<file path="config.mk">
export PLATFORM = sky130hd
export DESIGN_NAME = tsig_pipe
export DESIGN_NICKNAME = d
export VERILOG_FILES = /design/src/rtl/tsig_pipe.sv
export SDC_FILE = /design/constraint.sdc
export NUM_CORES = 1
export LEC_CHECK = 0
export CELL_PAD_IN_SITES_DETAIL_PLACEMENT = 0
export CELL_PAD_IN_SITES_GLOBAL_PLACEMENT = 1
export CORE_ASPECT_RATIO = 1.1
export CORE_MARGIN = 2
export CORE_UTILIZATION = 41
export CTS_CLUSTER_DIAMETER = 80
export DETAILED_ROUTE_END_ITERATION = 10
export GPL_TIMING_DRIVEN = 0
export MAX_ROUTING_LAYER = met4
export PLACE_DENSITY = 0.72
export SKIP_LAST_GASP = 1
export SLEW_MARGIN = 20
export SYNTH_ARGS = -nofsm -noshare
export SYNTH_HDL_FRONTEND = slang
export SYNTH_SLANG_ARGS = --single-unit
</file>
<file path="constraint.sdc">
create_clock -name clk -period 1.5 [get_ports clk]
set_input_delay 0.225 -clock clk [delete_from_list [all_inputs] [get_ports clk]]
set_output_delay 0.225 -clock clk [all_outputs]
set_load 0.05 [all_outputs]
</file>
<file path="src/rtl/tsig_pipe.sv">
module tsig_pipe #(
  parameter int W      = 8,
  parameter int STAGES = 4
) (
  input  logic         clk,
  input  logic         rst_n,
  input  logic         in_req,
  input  logic [W-1:0] in_data,
  output logic         in_ack,
  output logic         out_req,
  output logic [W-1:0] out_data,
  input  logic         out_ack
);
  localparam int LAST = STAGES - 1;

  logic [STAGES-1:0] req_q;
  logic [STAGES-1:0] req_up;
  logic [STAGES-1:0] ack_dn;
  logic [STAGES-1:0] open_st;
  logic [W-1:0]      dat_q  [STAGES];
  logic [W-1:0]      dat_up [STAGES];

  for (genvar i = 0; i < STAGES; i++) begin : g_st
    if (i == 0) begin : g_head
      assign req_up[i] = in_req;
      assign dat_up[i] = in_data;
    end else begin : g_body
      assign req_up[i] = req_q[i-1];
      assign dat_up[i] = dat_q[i-1];
    end

    if (i == LAST) begin : g_tail
      assign ack_dn[i] = out_ack;
    end else begin : g_mid
      assign ack_dn[i] = req_q[i+1];
    end

    // open while no unacknowledged token is held
    assign open_st[i] = ~(req_q[i] ^ ack_dn[i]);

    always_ff @(posedge clk or negedge rst_n) begin
      if (!rst_n) begin
        req_q[i] <= 1'b0;
        dat_q[i] <= '0;
      end else if (open_st[i]) begin
        req_q[i] <= req_up[i];
        dat_q[i] <= dat_up[i];
      end
    end
  end

  assign in_ack   = req_q[0];
  assign out_req  = req_q[LAST];
  assign out_data = dat_q[LAST];
endmodule

</file>
-- Word-level counts from Yosys, hierarchy flattened
Index checks and enable logic that the tools add are counted.
- word-level logic and storage cells: 12
- input port bits: 12
- flip-flop bits (word level): 36
- bitwise gates (word level): 4
- operators with widths (operator ; number):
    bitwise XOR 1 bit ; 4

-- Longest topological paths before layout
- depth in word-level cells: 1
- gate-level depth with buffers: 3

-- Worst setup path before layout
OpenSTA, ideal clock, no wires.
- kind: register -> register
- start: register req_q[3], in the netlist out_req
- end: register dat_q[10] (netlist name)
- stages on the path, launching flop included: 3
- required time: 1375 ps
- path slack: -108 ps
- arrival time: 1483 ps
- clock period less this slack: 1608 ps
- path through: dfrtp_1 > xor2_4 > mux2_2
- cells in the longest elaborated chain, start to end: 1
- RTL lines (what ; line ; RTL):
    from (decl) ; 16 ; logic [STAGES-1:0] req_q;
    from (signal, indexed assignment) ; 46 ; req_q[i] <= req_up[i];
    bitwise XOR 1 bit ; 39 ; assign open_st[i] = ~(req_q[i] ^ ack_dn[i]);
    to (signal, indexed assignment) ; 47 ; dat_q[i] <= dat_up[i];
    to (decl) ; 20 ; logic [W-1:0] dat_q [STAGES];
Every way passes these cells.
A chain may end at the register's enable or synchronous reset.

-- Worst setup path after layout
- start: register req_q[1], in the netlist ack_dn[0]
- end: register dat_q[23] (netlist name)
Same word-level chain as after synthesis.

==> summary.txt <==
Synthesis
  – Most frequent cell after synthesis: dfrtp_1
  – Sequential area share after synthesis: 61.2%
  – Synthesized instance count: 93
  – Async SR Flop Fraction: 100%
  – Share of Yosys cell area claimed by the top area cell type: 61.2%
  – Flop and latch count out of synthesis: 36
  – Number of synthesis warnings: 0
  – Number of enable-type register cells in the synthesized netlist: 0
  – Top cell type by total area after synthesis: dfrtp_1
  – Ys flop type: dfrtp_1
  – Number of distinct library cells after synthesis: 13
  – Syn avg cell area: 15.8 um^2
  – Dominant cells by area after synthesis: dfrtp_1 61%, mux2_2 24%, buf_4 4.1%
  – Post-Synthesis Net Count: 105
  – Commonest cells post-synth: 36 x dfrtp_1, 32 x mux2_2, 8 x buf_4
  – Total standard cell area after synthesis: 1470 um^2

Clocking
  – Clock tree root driver cell: clkbuf_4
  – H-tree lvl count: 2
  – Cts bufs inserted: 5
  – Clock Pin Slew Worst Setup and Hold Paths: 100 ps
  – Clock insertion delay at the later pin of the skew report: 330 ps
  – Clock sink total: 36
  – # Post-CTS Setup Buffers: 0
  – Number of buffers between clock root and the deepest sink: 2
  – Clock tree from TritonCTS: built

Setup path
  – Worst Path Arrival: 1640 ps
  – Cell family with most CP delay: XOR/XNOR gates
  – Critical path required time: 1720 ps
  – Crit path largest cell delay: 400 ps
  – Startpoint class of the critical path: flop
  – Crit path max-delay cell type: xor2_2
  – Chain of cells forming the critical path: buf_2, xor2_2, mux2_2
  – Buffers plus inverters on the worst setup path: 1
  – Kind of critical path: flop to flop
  – Maximum fanout count along the critical path: 8
  – Kind of end point of the critical path: flop

Cells and area
  – Final standard cell area without fillers: 1840 um^2
  – Total inserted antenna cells: 0
  – Area growth from synthesis to layout: 25.1%
  – Multi-input gate area in the final layout: 494 um^2
  – Fraction of layout cells with a size suffix above 1: 52.4%
  – # nets final: 135
  – Non-filler instance count after layout: 172
  – FF/Latch Area: 903 um^2
  – Util after Layout: 54.4%
  – Filler Cell Count: 300

Global route
  – Global-route wire length before repair: 3.38 mm
  – GR Util All Layers: 12.2%
  – Initial antenna violation count: 0
  – Maximum number of pins on one net before global-route repair: 22
  – GRT overflow: 0
  – Vias in the first global route: 767

Route
  – Count of vias placed by the detailed router: 766
  – DRC violation count after routing: 0
  – Number of detailed-route iterations in the first pass: 4
  – 1st-iter DRT viols: 21
  – Routed wire length: 1.88 mm
  – Routed length per instance: 10.9 um
  – Vias per cell: 4.45
  – Final ANT Viol Nets: 0

Floorplanning
  – IO Count: 22
  – Floorplan core area: 3390 um^2
  – Area of the die: 4090 um^2
  – Floorplan row count: 22
  – Initial Util: 43.5%
  – Die span in x: 61.1 um
  – Vertical die dimension: 66.9 um

Timing
  – Final critical path time including I/O delays and setup: 1420 ps
  – Worst hold-check slack: 345 ps
  – Worst-margin pin slew: 423 ps
  – Worst max-slew margin expressed relative to the limit: 71.8%
  – Max frequency: 705 MHz
  – Number of pins exceeding their max-slew limit in the final report: 0
  – Setup repair after global routing missed its margin: false
  – Post-route fraction of the period consumed by the critical path: 94.6%
  – Final hold vios: 0
  – Worst clock skew: 4.00 ps
  – Final setup violation count: 0

Power and ir drop
  – Leakage power of the design: 0.782 nW
  – Highest ir drop seen on vdd: 1050 uV
  – Cell area power density: 2560 nW/um^2

Job
  – Total of max-cap violations: 0

Placement
  – Standard cell area after detailed placement: 1770 um^2
  – I/O Buffers: 21
  – Number of cells in the design after placement: 163
  – Final Wtd Congestion: 0.598
  – HPWL Detailed: 1.43 mm

Worst hold path
  – Hold Path Class: input port to asynchronous set/reset pin

Outcome
  – Run status: finished, final reports clean
-- cell type report --
type	instances	share of cell area, %
Sequential cell	36	49.0
Timing Repair Buffer	23	13.5
Clock buffer	8	3.19
Multi-Input combinational cell	45	26.8
Inverter	2	0.407
Buffer	10	3.80
Tap cell	48	3.26
-- routing by layer --
layer | up-vias | track usage [%] | routed length [um]
met4 | 0 | 8.15 | 42
li1 | 373 | - | -
met2 | 17 | 17.2 | 905
met3 | 5 | 4.66 | 113
met5 | - | - | 0
met1 | 371 | 14.2 | 821
-- per-stage QoR --
stage	setup slack, ps	TNS (ps)	total power [W]
5_1_grt	5.59	0	0.00506
3_3_place_gp	-632	-19700	0.00422
2_1_floorplan	121	0	0.00376
3_5_place_dp	-160	-1280	0.00432
6_report	81.4	0	0.00471
4_1_cts	5.17	0	0.00481
-- cell families after synthesis --
logic type	count (synthesis)	synth area share (%)
adders and majority gates	2	1.36
DFF	36	61.2
xor gates and xnor gates	5	6.03
and+or+nand+nor	4	1.02
AOI/OAI and AO/OA	2	0.680
muxes	32	24.5
buffers and inverters	12	5.27
-- registers in the layout, indices dropped and copies added, names as in the netlist --
register and flops:
out_data 8, in_ack 1, ack_dn 2, dat_q 24
out_req 1
-- final timing paths --
path,from,to,slack [ps],cells after the start
max in group asynchronous,rst_n,in_ack,720,3
max,ack_dn[0],dat_q[23],80,3
min reg2reg,dat_q[24],dat_q[24],510,1
max reg2reg,ack_dn[0],dat_q[23],80,3
min,rst_n,dat_q[28],350,2
min in group clk,in_req,in_ack,480,3
-- cell usage in the layout (no fill, tap or decap) --
cell type,count
dfrtp_1,34
mux2_2,32
clkdlybuf4s50_1,10
clkdlybuf4s15_2,9
buf_4,8
clkbuf_4,5
buf_2,4
xor2_4,2
nor2_1,2
nand2_1,2
o21ai_0,2
inv_1,2
maj3_1,2
clkbuf_1,2
dfrtp_2,2
xor2_1,1
xor2_2,1
xnor2_1,1
clkbuf_8,1
dlygate4sd3_1,1
buf_16,1
-- where the power goes --
group / leakage (nW) / internal, W / switching, W / total (W)
Clock: 0.0326 / 0.000231 / 0.000285 / 0.000516
Combinational: 0.331 / 0.00128 / 0.00112 / 0.00240
Sequential: 0.418 / 0.00151 / 0.000292 / 0.00180
Total: 0.782 / 0.00302 / 0.00170 / 0.00471
-- worst register-to-register path, stage by stage, from the launching register on --
cell	delay (ps)
dfrtp_1	360
buf_2	160
xor2_2	400
mux2_2	380
-- repair_timing --
item                                    in CTS  in global routing
hold endpoints to repair                    15                  0
endpoints found under the setup margin      10                  1
gates resized for setup                     30                  2
hold buffers                                 1                  0
Note: power is estimated with default switching activity, not from simulation.
